--- config.mk ---
export PLATFORM = sky130hd
export DESIGN_NAME = ptp_time_counter
export DESIGN_NICKNAME = d
export VERILOG_FILES = /design/src/rtl/ptc_pkg.sv /design/src/rtl/ptc_ctrl.sv /design/src/rtl/ptc_datapath.sv /design/src/rtl/ptp_time_counter.sv
export SDC_FILE = /design/constraint.sdc
export NUM_CORES = 1
export LEC_CHECK = 0
export ABC_AREA = 1
export CAP_MARGIN = 10
export CORE_ASPECT_RATIO = 1.25
export CORE_UTILIZATION = 58
export DETAILED_ROUTE_END_ITERATION = 8
export DONT_BUFFER_PORTS = 1
export HOLD_SLACK_MARGIN = 0.02
export MAX_ROUTING_LAYER = met4
export PLACE_DENSITY = 0.74
export SYNTH_ARGS = -nofsm -noshare
export SYNTH_HDL_FRONTEND = slang
export SYNTH_SLANG_ARGS = --single-unit
--- constraint.sdc ---
create_clock -name clk -period 5.5 [get_ports clk]
set_input_delay 0.55 -clock clk [delete_from_list [all_inputs] [get_ports clk]]
set_output_delay 0.55 -clock clk [all_outputs]
set_load 0.005 [all_outputs]
--- src/rtl/ptc_pkg.sv ---
package ptc_pkg;

  typedef enum logic [2:0] {
    REG_CTRL     = 3'd0,
    REG_INCR     = 3'd1,
    REG_ADDEND   = 3'd2,
    REG_INIT_SEC = 3'd3,
    REG_INIT_SUB = 3'd4
  } regAddr_e;

  localparam int CTRL_COARSE_BIT = 0;
  localparam int CTRL_LOAD_BIT   = 1;
  localparam int CTRL_ADDUPD_BIT = 2;

  typedef struct packed {
    logic loadInit;
    logic addendUpd;
    logic capture;
  } ptcStrobe_t;

endpackage

--- src/rtl/ptc_ctrl.sv ---
module ptc_ctrl
  import ptc_pkg::*;
#(
  parameter int DATA_W = 32,
  parameter int SEC_W  = 32,
  parameter int SUB_W  = 31,
  parameter int ACC_W  = 32,
  parameter int INC_W  = 24
) (
  input  logic              clk,
  input  logic              rstN,
  input  logic              wrEn,
  input  logic [2:0]        wrAddr,
  input  logic [DATA_W-1:0] wrData,
  input  logic              captureReq,
  output ptcStrobe_t        strb,
  output logic              coarseMode,
  output logic [INC_W-1:0]  subIncr,
  output logic [ACC_W-1:0]  stagedAddend,
  output logic [SEC_W-1:0]  initSec,
  output logic [SUB_W-1:0]  initSub
);

  logic ctrlHit;
  logic incrHit;
  logic addHit;
  logic secHit;
  logic subHit;
  logic unusedBits;

  always_comb begin
    ctrlHit = wrEn && (wrAddr == REG_CTRL);
    incrHit = wrEn && (wrAddr == REG_INCR);
    addHit  = wrEn && (wrAddr == REG_ADDEND);
    secHit  = wrEn && (wrAddr == REG_INIT_SEC);
    subHit  = wrEn && (wrAddr == REG_INIT_SUB);
  end

  always_comb begin
    strb.loadInit  = ctrlHit && wrData[CTRL_LOAD_BIT];
    strb.addendUpd = ctrlHit && wrData[CTRL_ADDUPD_BIT];
    strb.capture   = captureReq;
  end

  assign unusedBits = ^wrData;

  always_ff @(posedge clk) begin
    if (!rstN) begin
      coarseMode <= 1'b0;
    end else if (ctrlHit) begin
      coarseMode <= wrData[CTRL_COARSE_BIT];
    end
  end

  always_ff @(posedge clk) begin
    if (!rstN) begin
      subIncr <= '0;
    end else if (incrHit) begin
      subIncr <= wrData[INC_W-1:0];
    end
  end

  always_ff @(posedge clk) begin
    if (!rstN) begin
      stagedAddend <= '0;
    end else if (addHit) begin
      stagedAddend <= wrData[ACC_W-1:0];
    end
  end

  always_ff @(posedge clk) begin
    if (!rstN) begin
      initSec <= '0;
      initSub <= '0;
    end else begin
      if (secHit) initSec <= wrData[SEC_W-1:0];
      if (subHit) initSub <= wrData[SUB_W-1:0];
    end
  end

endmodule

--- src/rtl/ptc_datapath.sv ---
module ptc_datapath
  import ptc_pkg::*;
#(
  parameter int SEC_W = 32,
  parameter int SUB_W = 31,
  parameter int ACC_W = 32,
  parameter int INC_W = 24
) (
  input  logic             clk,
  input  logic             rstN,
  input  ptcStrobe_t       strb,
  input  logic             coarseMode,
  input  logic [INC_W-1:0] subIncr,
  input  logic [ACC_W-1:0] stagedAddend,
  input  logic [SEC_W-1:0] initSec,
  input  logic [SUB_W-1:0] initSub,
  output logic [ACC_W-1:0] activeAddend,
  output logic [SEC_W-1:0] nowSec,
  output logic [SUB_W-1:0] nowSub,
  output logic [SEC_W-1:0] capSec,
  output logic [SUB_W-1:0] capSub
);

  localparam int ACC_SUM_W = ACC_W + 1;
  localparam int SUB_SUM_W = SUB_W + 1;

  logic [ACC_W-1:0]     accReg;
  logic [ACC_SUM_W-1:0] accSum;
  logic [SUB_SUM_W-1:0] subSum;
  logic                 stepEn;
  logic                 secCarry;

  always_comb begin
    accSum   = {1'b0, accReg} + {1'b0, activeAddend};
    stepEn   = coarseMode ? 1'b1 : accSum[ACC_W];
    subSum   = {1'b0, nowSub} + SUB_SUM_W'(subIncr);
    secCarry = subSum[SUB_W];
  end

  // Accumulator: frozen in coarse mode so a later return to fine mode resumes cleanly
  always_ff @(posedge clk) begin
    if (!rstN) begin
      accReg <= '0;
    end else if (strb.loadInit) begin
      accReg <= '0;
    end else if (!coarseMode) begin
      accReg <= accSum[ACC_W-1:0];
    end
  end

  always_ff @(posedge clk) begin
    if (!rstN) begin
      activeAddend <= '0;
    end else if (strb.addendUpd) begin
      activeAddend <= stagedAddend;
    end
  end

  always_ff @(posedge clk) begin
    if (!rstN) begin
      nowSec <= '0;
      nowSub <= '0;
    end else if (strb.loadInit) begin
      nowSec <= initSec;
      nowSub <= initSub;
    end else if (stepEn) begin
      nowSub <= subSum[SUB_W-1:0];
      if (secCarry) nowSec <= nowSec + SEC_W'(1);
    end
  end

  always_ff @(posedge clk) begin
    if (!rstN) begin
      capSec <= '0;
      capSub <= '0;
    end else if (strb.capture) begin
      capSec <= nowSec;
      capSub <= nowSub;
    end
  end

endmodule

--- src/rtl/ptp_time_counter.sv ---
module ptp_time_counter
  import ptc_pkg::*;
#(
  parameter int DATA_W = 32,
  parameter int SEC_W  = 32,
  parameter int SUB_W  = 31,
  parameter int ACC_W  = 32,
  parameter int INC_W  = 24
) (
  input  logic              clk,
  input  logic              rstN,
  input  logic              wrEn,
  input  logic [2:0]        wrAddr,
  input  logic [DATA_W-1:0] wrData,
  input  logic              captureReq,
  output logic [SEC_W-1:0]  nowSec,
  output logic [SUB_W-1:0]  nowSub,
  output logic [SEC_W-1:0]  capSec,
  output logic [SUB_W-1:0]  capSub
);

  ptcStrobe_t       strb;
  logic             coarseMode;
  logic [INC_W-1:0] subIncr;
  logic [ACC_W-1:0] stagedAddend;
  logic [ACC_W-1:0] activeAddend;
  logic [SEC_W-1:0] initSec;
  logic [SUB_W-1:0] initSub;

  ptc_ctrl #(
    .DATA_W(DATA_W), .SEC_W(SEC_W), .SUB_W(SUB_W), .ACC_W(ACC_W), .INC_W(INC_W)
  ) u_ctrl (
    .clk(clk), .rstN(rstN), .wrEn(wrEn), .wrAddr(wrAddr), .wrData(wrData),
    .captureReq(captureReq), .strb(strb), .coarseMode(coarseMode),
    .subIncr(subIncr), .stagedAddend(stagedAddend),
    .initSec(initSec), .initSub(initSub)
  );

  ptc_datapath #(
    .SEC_W(SEC_W), .SUB_W(SUB_W), .ACC_W(ACC_W), .INC_W(INC_W)
  ) u_dp (
    .clk(clk), .rstN(rstN), .strb(strb), .coarseMode(coarseMode),
    .subIncr(subIncr), .stagedAddend(stagedAddend),
    .initSec(initSec), .initSub(initSub), .activeAddend(activeAddend),
    .nowSec(nowSec), .nowSub(nowSub), .capSec(capSec), .capSub(capSub)
  );

endmodule

==> results of run 1 <==
-- sequential cells by signal (all words and copies together), names as in the netlist --
signal	cells
u_ctrl.coarseMode	1
u_dp.nowSub	31
u_dp.activeAddend	32
u_dp.capSec	32
u_dp.accReg	32
u_ctrl.initSec	32
u_dp.capSub	31
u_ctrl.subIncr	24
u_ctrl.stagedAddend	32
u_ctrl.initSub	31
u_dp.nowSec	32
-- worst paths after layout --
check	endpoint	slack, ns	depth (start not counted)
worst max-delay path	u_dp.nowSub[18]	2.57	13
worst min register to register	u_ctrl.initSec[28]	0.45	2
worst max register to register	u_dp.nowSub[18]	2.57	13
worst min-delay path	u_dp.capSec[4]	0.10	1
-- logic make-up after synthesis --
family / synth area share
AND/OR/NAND/NOR: 0.327
flip-flops: 0.364
AO/OA/AOI/OAI: 0.148
buffers and inverters: 0.107
adder cells (fa/ha/maj): 0.0441
XOR/XNOR: 0.0108
-- cell type report --
class	instances	area, um2	share of cell area
multi-input combinational	1933	9060	0.495
sequential	310	6210	0.339
inverter	341	1280	0.0699
clock buffer	45	1000	0.0548
tap	390	488	0.0266
clock inverter	16	165	0.00902
timing repair buffer	11	103	0.00560
antenna	1	2.50	0.000137
-- Yosys cell counts (3+ instances only) --
| cell | instances | share of area |
|---|---|---|
| a21boi_0 | 5 | 0.0022 |
| a21oi_1 | 196 | 0.057 |
| a21oi_2 | 9 | 0.0046 |
| a31oi_1 | 4 | 0.0015 |
| and2_1 | 3 | 0.0011 |
| buf_1 | 3 | 0.00066 |
| buf_2 | 12 | 0.0035 |
| buf_4 | 11 | 0.0048 |
| buf_6 | 3 | 0.0020 |
| clkbuf_1 | 84 | 0.018 |
| dfxtp_1 | 310 | 0.36 |
| ha_1 | 57 | 0.042 |
| inv_1 | 332 | 0.073 |
| inv_2 | 7 | 0.0015 |
| nand2_1 | 638 | 0.14 |
| nand2_2 | 6 | 0.0022 |
| nand3_1 | 178 | 0.052 |
| nand3b_1 | 10 | 0.0044 |
| nand4_1 | 15 | 0.0055 |
| nor2_1 | 475 | 0.10 |
| nor2_4 | 3 | 0.0020 |
| nor3_1 | 16 | 0.0047 |
| o21ai_0 | 265 | 0.078 |
| o21bai_1 | 4 | 0.0018 |
| or2_2 | 8 | 0.0029 |
| xnor2_1 | 3 | 0.0015 |
| xor2_1 | 18 | 0.0092 |
-- layer usage --
metal  part of all wire  vias up  GRT usage  routed length, um
li1                   -     8398          -                  -
met1               0.40     7716      0.411              21300
met2               0.50      505      0.625              26400
met3              0.068      102     0.0583               3640
met4              0.037        0      0.133               1980
met5                  0        -          -                  0
-- power groups by stage --
stage | clock, W | combinational [W] | sequential (W)
after floorplan | 0 | 0.000256 | 0.00241
after global placement | 0 | 0.000273 | 0.00243
after detailed placement | 0 | 0.000281 | 0.00244
after CTS | 0.00239 | 0.000283 | 0.00239
after global routing | 0.00248 | 0.000324 | 0.00239
final | 0.00237 | 0.000285 | 0.00239
-- critical path, stage by stage (launching register included) --
cell	delay (ns)
dfxtp_1	0.32
ha_1	0.26
fa_1	0.47
nand2_1	0.09
nand2_1	0.07
nand3_2	0.09
nand2_2	0.09
nand2_2	0.10
nand2_4	0.08
nand3_4	0.13
nand2_8	0.32
inv_2	0.53
nor2_1	0.10
a21oi_1	0.16
-- stage by stage --
stage               setup slack [ns]  power (W)  cell area [um2]  instances
finish                          2.57    0.00504            18300       3047
global route                    2.33    0.00520            18300       3047
CTS                             2.59    0.00506            18300       3045
detailed placement              2.22    0.00272            17100       2984
global placement                2.30    0.00271            17100       2984
floorplan                       3.41    0.00267            17100       2699
==> summary.txt, run 1 <==
Timing
  • Achievable Freq: 341 MHz
  • Normalized max-slew margin: 0.265
  • RSZ-0062 raised after global routing: no
  • Clk_skew: 0.0216 ns
  • Final Max Tran Viols: 0
  • Final hold violations: 0
  • Final period utilization: 0.533
  • Worst slew pin tran: 1.10 ns
  • TNS Setup: 0 ns
  • Setup violations, final: 0
  • Min cycle time layout: 2.93 ns
  • Hold slack: 0.102 ns

Finish
  • Most common cell after layout, fill and taps aside: nand2_1
  • Layout cell share with drive strength beyond 1: 0.0444
  • Most frequent cells in the layout: 637 x nand2_1, 475 x nor2_1, 332 x inv_1
  • # nets final: 2,729
  • Final core occ: 0.639
  • P&R area growth vs syn: 7.30%
  • # fillers: 2,810

Power
  • VDD IR max: 182 uV
  • NetSw: 0.00123 W
  • Leakage: 8.78 nW
  • Gate power share: 0.056
  • PwrDens: 275 nW/um2
  • Int Power: 0.00382 W
  • Reg power frac: 0.474
  • Sw Ratio: 0.243
  • Clock share of power: 0.470

Yosys
  • Synth Instances: 2,699
  • Cell Area, Synth: 17,100 um2
  • Synthesis Warnings: 0
  • Distinct cells, synth: 43
  • Fraction of registers with async set/reset: 0
  • Mean Syn Cell Area: 6.32 um2
  • Post-Syn Nets: 2,797
  • Dominant synthesized flop cell: dfxtp_1
  • #FFs+latches synth: 310
  • Seq/Total Area, Yosys: 0.364
  • Post-synth EDFFs: 0

Global route
  • First-pass GRT wire length: 82,600 um
  • Largest net degree at the start of global routing: 247
  • Global route overflow: 0
  • Number of global-route vias before repair: 15,600
  • Initial antenna violation count: 1
  • GRT Total Usage: 0.359

Clocking
  • Root buffer cell: clkbuf_16
  • CTS tree: yes
  • CTS sink count: 310
  • Htree depth: 2
  • Later-pin clock latency in the skew report: 0.54 ns
  • Hold-fix buffers, CTS: 0
  • Clock tree buffer depth: 3
  • Post-CTS Setup Repair Bufs: 0
  • Cts bufs inserted: 34
  • CTS resizes: 0
  • Clk pin slew, worst setup/hold paths: 0.07 ns

Run
  • Max_cap viols: 0

Floorplan
  • Row count: 69
  • Core area: 28,700 um2
  • Die area: 30,100 um2
  • Die H: 194 um
  • Die Wd: 155 um
  • # IOs: 165
  • Starting Density: 0.595

Detailed routing
  • Via density: 5.49
  • Routed WL: 53,400 um
  • DRC errors left: 0
  • Routed via count: 16,700
  • Post-DR wirelength/cell: 17.5 um
  • Routed Antenna Nets: 0
  • Initial DRC Count: 1,297
  • First-pass DRT Iterations: 6

Critical path
  • Critical path startpoint category: register
  • Worst r2r src: u_dp.activeAddend[0]
  • CP arrival: 3.39 ns
  • Crit-path max FO: 81
  • Crit path from: u_dp.activeAddend[0]
  • CP Class: register to register
  • CP Capture Type: register
  • Critical path required time: 5.96 ns

Hold path
  • Hold path start: captureReq
  • Worst min-delay path category: input port to register

Place
  • Dpl hpwl: 39,200 um
  • Routability congestion estimate from global placement: 0.994
  • I/O Buffers: 0

Outcome
  • Status: finished, final reports clean
Power figures use the tool's default switching activity.
==> inputs of run 2 (changes only) <==
ABC_AREA = 0   (was 1)
clock period = 2.9 ns   (was 5.5 ns; I/O delays follow)
==> run 2 against run 1 <==
- combinational power rose by 43%
- register-to-register slack lost 2.5 ns
- core utilization is 4.2 points higher
- sequential power grew 81%
- via count is 18% lower
- critical path type unchanged
==> summary.txt, run 2 <==
Critical path
  • Max stage delay on crit path: 0.54 ns (about the same)
  • Critical path's slowest cell: or4_1
  • CP arrival: 3.35 ns (-0.04 ns)
  • CP Class: register to register
  • Critical-path cell list: ha_1 -> nand3_1 -> a21o_1 -> a211oi_4 -> o311ai_2 -> a21oi_2 -> buf_4 -> nand2_1 -> or4_1 -> a31oi_1
  • Critical path required time: 3.38 ns (-2.58 ns)
  • CP Capture Type: register
  • Critical path startpoint category: register
  • Crit-path max FO: 5 (-94%)

Timing
  • Achievable Freq: 349 MHz (+2.2%)
  • Hold slack: 0.0638 ns (-0.0386 ns)
  • Normalized max-slew margin: 0.548 (+0.283)
  • Clk_skew: 0.0200 ns (-0.00164 ns)
  • Setup violations, final: 0 (unchanged)
  • Min cycle time layout: 2.87 ns (-0.0628 ns)
  • Final Max Tran Viols: 0 (unchanged)
  • Worst slew pin tran: 0.679 ns (-0.422 ns)
  • Final period utilization: 0.988 (+0.456)
  • Setup ws final: 0.0335 ns (-2.54 ns)
  • Final hold violations: 0 (unchanged)

Clocking
  • Clock tree buffer depth: 3 (unchanged)
  • Later-pin clock latency in the skew report: 0.56 ns (+0.02 ns)
  • Htree depth: 1 (-1)
  • Cts bufs inserted: 31 (-8.8%)
  • CTS sink count: 310 (unchanged)
  • Root buffer cell: clkbuf_16
  • Clk pin slew, worst setup/hold paths: 0.07 ns (about the same)
  • CTS tree: yes

Global route
  • Number of global-route vias before repair: 13,100 (-16%)
  • Busiest grt layer: met2
  • Largest net degree at the start of global routing: 100 (-60%)
  • Initial antenna violation count: 3 (+2)
  • GRT Total Usage: 0.323 (-0.0365)
  • First-pass GRT wire length: 67,400 um (-18%)
  • M2 GR Usage: 0.557 (-0.0678)
  • Global routing met1 resource utilization: 0.380 (-0.0307)
  • Global route overflow: 0 (unchanged)
  • Met3 usage: 0.0490 (-0.00935)

Finish
  • Final instance area: 17,200 um2 (-5.9%)
  • Layout cell share with drive strength beyond 1: 0.110 (+0.0658)
  • P&R area growth vs syn: 15.5%
  • # nets final: 1,990 (-27%)
  • Most common cell after layout, fill and taps aside: nand2_1
  • Most frequent cells in the layout: 428 x nand2_1, 307 x dfxtp_1, 243 x a21oi_1

Floorplan
  • Core area: 25,300 um2 (-12%)
  • # IOs: 165 (unchanged)
  • Die Wd: 145 um (-6.4%)
  • Die area: 26,400 um2 (-12%)
  • Die H: 181 um (-6.4%)
  • Starting Density: 0.590 (-0.00527)
  • Row count: 65 (-5.8%)

Hold path
  • Worst min-delay path category: input port to register

Power
  • Leakage: 6.58 nW (-25%)
  • VDD IR max: 527 uV (+190%)
  • Sw Ratio: 0.228 (-0.0149)
  • Int Power: 0.00677 W (+77%)
  • NetSw: 0.00200 W (+63%)
  • Total power: 0.00878 W (+74%)
  • PwrDens: 509 nW/um2 (+85%)
  • Reg power frac: 0.494 (+0.020)
  • Gate power share: 0.047 (-0.009)
  • Clock share of power: 0.460 (-0.010)

Place
  • Dpl hpwl: 27,900 um (-29%)
  • Setup WS pre-CTS: -0.0972 ns (-2.32 ns)
  • Dpl cell area: 15,500 um2 (-9.5%)
  • Routability congestion estimate from global placement: 0.885 (-11%)
  • I/O Buffers: 0 (unchanged)

Detailed routing
  • Post-DR wirelength/cell: 19.1 um (+9.0%)
  • Routed Antenna Nets: 0 (unchanged)
  • Via density: 6.06 (+10%)
  • Routed WL: 43,100 um (-19%)
  • Routed via count: 13,700 (-18%)
  • Initial DRC Count: 1,093 (-16%)
  • DRC errors left: 0 (unchanged)
  • First-pass DRT Iterations: 6 (unchanged)

Yosys
  • Yosys top cell by area: dfxtp_1
  • Distinct cells, synth: 77 (+79%)
  • Dominant synthesized flop cell: dfxtp_1
  • Post-synth top area share: 0.416 (+0.0521)
  • Most numerous cell in the Yosys netlist: nand2_1
  • Post-synth EDFFs: 0 (unchanged)
  • Synth Instances: 1,868 (-31%)
  • Top cells by count, synth: 429 x nand2_1, 310 x dfxtp_1, 251 x a21oi_1, 171 x nor2_1, 97 x clkbuf_1
  • Fraction of registers with async set/reset: 0 (unchanged)
  • #FFs+latches synth: 310 (unchanged)
  • Seq/Total Area, Yosys: 0.416 (+0.0521)
  • Synthesis Warnings: 0 (unchanged)
  • Cell Area, Synth: 14,900 um2 (-13%)
  • Post-Syn Nets: 1,966 (-30%)
  • Synth area leaders: dfxtp_1 42%, nand2_1 11%, a21oi_1 8.4%, mux2i_1 4.9%, ha_1 4.8%
  • Mean Syn Cell Area: 7.99 um2 (+26%)

Outcome
  • Status: finished, final reports clean

Run
  • Max_cap viols: 0 (unchanged)
[run 2: final cells by class]
class,instances,area [um2]
inverters,15,63.8
clock buffers,42,857
flip-flops and latches,310,6210
fillers,2071,8060
repair buffers,113,1080
clock inverters,14,170
diodes,5,12.5
well taps,335,419
multi-input cells,1421,8420
[run 2: through the flow]
step,utilization,setup TNS [ns],instances
after floorplan,-,0,1868
after global placement,0.612,-0.00851,2153
after detailed placement,0.612,-0.360,2153
after CTS,0.669,0,2244
after global routing,0.681,-0.242,2253
final,0.681,0,2255
[run 2: layer usage]
metal,vias up,part of all wire
met5,-,0
met3,82,0.068
met4,0,0.032
met2,542,0.49
met1,6457,0.41
li1,6584,-
[run 2: repair_timing]
| action | CTS | global route |
|---|---|---|
| buffers inserted | 1 | 4 |
| hold buffers | 34 | 0 |
| endpoints found under the setup margin | 26 | 51 |
| pin swaps | 1 | 15 |
| gates resized for setup | 4 | 44 |
| gates cloned | 0 | 2 |
| hold endpoints to repair | 214 | 0 |
[run 2: cells by family (layout without fill, tap and decap cells)]
logic type | count (synthesis) | after routing | share of synthesized area
xor gates and xnor gates | 42 | 42 | 0.0246
AOI/OAI and AO/OA | 490 | 490 | 0.207
other | 0 | 5 | 0
and+or+nand+nor | 757 | 757 | 0.215
DFF | 310 | 310 | 0.416
muxes | 73 | 73 | 0.0490
buffers and inverters | 137 | 184 | 0.0381
adders and majority gates | 59 | 59 | 0.0505
[run 2: final timing paths]
kind / startpoint / cells past startpoint / endpoint / slack [ns]
worst max-delay path: u_dp.nowSub[4] / 10 / u_dp.nowSub[27] / 0.03
worst min-delay path: rstN / 3 / u_dp.nowSub[21] / 0.06
worst max register to register: u_dp.nowSub[4] / 10 / u_dp.nowSub[27] / 0.03
worst min register to register: u_ctrl.initSub[9] / 2 / u_ctrl.initSub[9] / 0.45
[run 2: power by group through the flow]
stage	logic, W	registers [W]	clock network (W)
global route	0.000436	0.00433	0.00425
CTS	0.000397	0.00433	0.00409
detailed placement	0.000275	0.00443	0
floorplan	0.000235	0.00441	0
finish	0.000408	0.00433	0.00404
global placement	0.000270	0.00442	0
[run 2: critical path, delay by kind of cell, from the launching register on]
| kind | cells | cell delay (ns) |
|---|---|---|
| DFF | 1 | 0.32 |
| AOI/OAI and AO/OA | 5 | 1.10 |
| and+or+nand+nor | 3 | 0.82 |
| adders and majority gates | 1 | 0.37 |
| buffers and inverters | 1 | 0.18 |
==> inputs of run 3 (changes only) <==
CORE_UTILIZATION = 53   (was 58)
GPL_ROUTABILITY_DRIVEN = 0   (was not set)
PLACE_DENSITY = 0.68   (was 0.74)
RECOVER_POWER = 100   (was not set)
==> run 3 against run 2 <==
- the run now ends with DRC, capacitance limit, slew limit left
- die area is 9.3% higher
- first-iteration DRC count is 9.4% lower
- largest power group unchanged
- clock power is 1% higher
- cell count is 1.2% higher
- setup slack better by 0.041 ns
- wire length is 1.4% higher
- register-to-register slack better by 0.04 ns
- global-route usage is 2.0 points lower
- highest routed layer unchanged
- final area is 0.43% lower
==> summary.txt, run 3 (synthesis results as in run 2) <==
Global route
  • Number of global-route vias before repair: 12,800 (-2.2%)
  • Global route overflow: 0 (unchanged)
  • First-pass GRT wire length: 68,000 um (+0.95%)
  • Initial antenna violation count: 4 (+1)
  • Largest net degree at the start of global routing: 96 (-4.0%)
  • GRT Total Usage: 0.302 (-0.0203)

Power
  • PwrDens: 516 nW/um2 (+1.2%)
  • VDD IR max: 467 uV (-11%)
  • Leakage: 6.50 nW (-1.3%)
  • Total power: 0.00885 W (+0.79%)

Hold path
  • Worst min-delay path category: input port to register

Finish
  • P&R area growth vs syn: 15.0%
  • Most common cell after layout, fill and taps aside: nand2_1
  • Final instance area: 17,200 um2 (-0.43%)
  • Most frequent cells in the layout: 429 x nand2_1, 307 x dfxtp_1, 250 x a21oi_1
  • Fin cells: 2,282 (+1.2%)
  • Final core occ: 0.621 (-0.0608)
  • Layout cell share with drive strength beyond 1: 0.0882 (-0.0220)
  • # nets final: 2,003 (+0.65%)

Floorplan
  • Die Wd: 152 um (+4.6%)
  • Starting Density: 0.540 (-0.0503)
  • Die area: 28,800 um2 (+9.3%)
  • Row count: 68 (+4.6%)
  • Die H: 190 um (+4.6%)
  • # IOs: 165 (unchanged)
  • Core area: 27,700 um2 (+9.3%)

Timing
  • RSZ-0062 raised after global routing: yes
  • Clk_skew: 0.0103 ns (-0.00969 ns)
  • Hold slack: 0.0631 ns (-0.000637 ns)
  • Normalized max-slew margin: -0.277 (-0.824)
  • Final period utilization: 0.974 (-0.0142)
  • Final hold violations: 0 (unchanged)
  • Setup violations, final: 0 (unchanged)
  • Final Max Tran Viols: 131 (+131)
  • Achievable Freq: 354 MHz (+1.5%)
  • Min cycle time layout: 2.83 ns (-0.0411 ns)
  • Worst slew pin tran: 1.91 ns (+1.24 ns)

Critical path
  • Most frequent CP cell: a211oi_4
  • Critical path buffer and inverter count: 1 (unchanged)
  • CP arrival: 3.28 ns (-0.07 ns)
  • CP Capture Type: register
  • Crit-path max FO: 4 (-1)
  • Register-to-register setup slack: 0.07 ns (+0.04 ns)
  • Critical-path cell list: ha_1 -> a21o_1 -> a211oi_4 -> a211oi_4 -> buf_4 -> o31a_1 -> a211o_1 -> a21oi_1 -> xor2_1 -> o211ai_1 -> o211a_1
  • Critical path required time: 3.35 ns (-0.03 ns)
  • Largest delay contributor family on the critical path: compound AO/OA/AOI/OAI gates
  • CP Class: register to register
  • Max stage delay on crit path: 0.35 ns (-0.19 ns)
  • Critical path startpoint category: register
  • Critical path's slowest cell: ha_1

Clocking
  • Root buffer cell: clkbuf_16
  • CTS tree: yes
  • Clk pin slew, worst setup/hold paths: 0.06 ns (about the same)
  • Htree depth: 1 (unchanged)
  • CTS sink count: 310 (unchanged)
  • Clock tree buffer depth: 3 (unchanged)
  • Later-pin clock latency in the skew report: 0.57 ns (about the same)
  • Cts bufs inserted: 30 (-3.2%)

Detailed routing
  • Post-DR wirelength/cell: 19.1 um (+0.16%)
  • First-pass DRT Iterations: 8 (+2)
  • Routed via count: 13,600 (-0.46%)
  • Routed Antenna Nets: 0 (unchanged)
  • DRC errors left: 2 (+2)
  • Routed WL: 43,600 um (+1.4%)
  • Initial DRC Count: 990 (-9.4%)
  • Via density: 5.96 (-1.6%)

Outcome
  • Violated checks: DRC, capacitance limit, slew limit
  • Status: finished, violations left

Place
  • I/O Buffers: 0 (unchanged)
  • Dpl hpwl: 28,800 um (+3.2%)
  • Dpl cell area: 15,600 um2 (+0.55%)
  • Placed Cells: 2,178 (+1.2%)

Run
  • Max_cap viols: 4 (+4)
==> run 3: worst reg2reg max path, delay by kind of cell, from the launching register on <==
| kind | cells | cell delay [ns] |
|---|---|---|
| XOR/XNOR | 1 | 0.17 |
| AO/OA/AOI/OAI | 8 | 1.72 |
| adder cells (fa/ha/maj) | 1 | 0.35 |
| flip-flops | 1 | 0.33 |
| buffers and inverters | 1 | 0.15 |
==> run 3: through the flow <==
step                setup WS (ns)  setup TNS (ns)
floorplan                   0.260               0
finish                     0.0746               0
CTS                        0.0365               0
global placement           0.0231               0
detailed placement        0.00672               0
global route              -0.0341         -0.0749
==> run 3: final cells by class <==
class	count	area, um2
Sequential cell	310	6210
Multi-Input combinational cell	1421	8370
Clock inverter	11	155
Tap cell	350	438
Timing Repair Buffer	127	1040
Inverter	15	63.8
Clock buffer	44	875
Fill cell	2392	10500
Antenna cell	4	10.0
==> run 3: worst paths after layout <==
check                                        startpoint                 endpoint  cells past startpoint
worst min register to register  u_ctrl.stagedAddend[10]    u_dp.activeAddend[10]                      2
worst min-delay path                          wrAddr[1]  u_ctrl.stagedAddend[29]                      4
worst max-delay path                     u_dp.nowSub[4]          u_dp.nowSub[23]                     11
worst max register to register           u_dp.nowSub[4]          u_dp.nowSub[23]                     11
==> run 3: metal layers <==
layer,share of wire,vias to the layer above,track usage
met4,0.033,0,0.116
met5,0,-,-
li1,-,6591,-
met3,0.064,90,0.0487
met1,0.41,6469,0.351
met2,0.49,452,0.524
==> run 3: timing repair <==
item | 4_1_cts | 5_1_grt
gates resized for setup | 8 | 24
hold buffers | 36 | 0
endpoints found under the setup margin | 4 | 41
setup buffers | 4 | 4
hold endpoints to repair | 214 | 0
pin swaps | 1 | 8
gates cloned | 1 | 0
==> run 3: power breakdown <==
part	leakage, nW	internal [W]	switching, W
Sequential	2.50	0.00430	0.0000302
Clock	0.511	0.00243	0.00167
Combinational	3.48	0.000131	0.000281
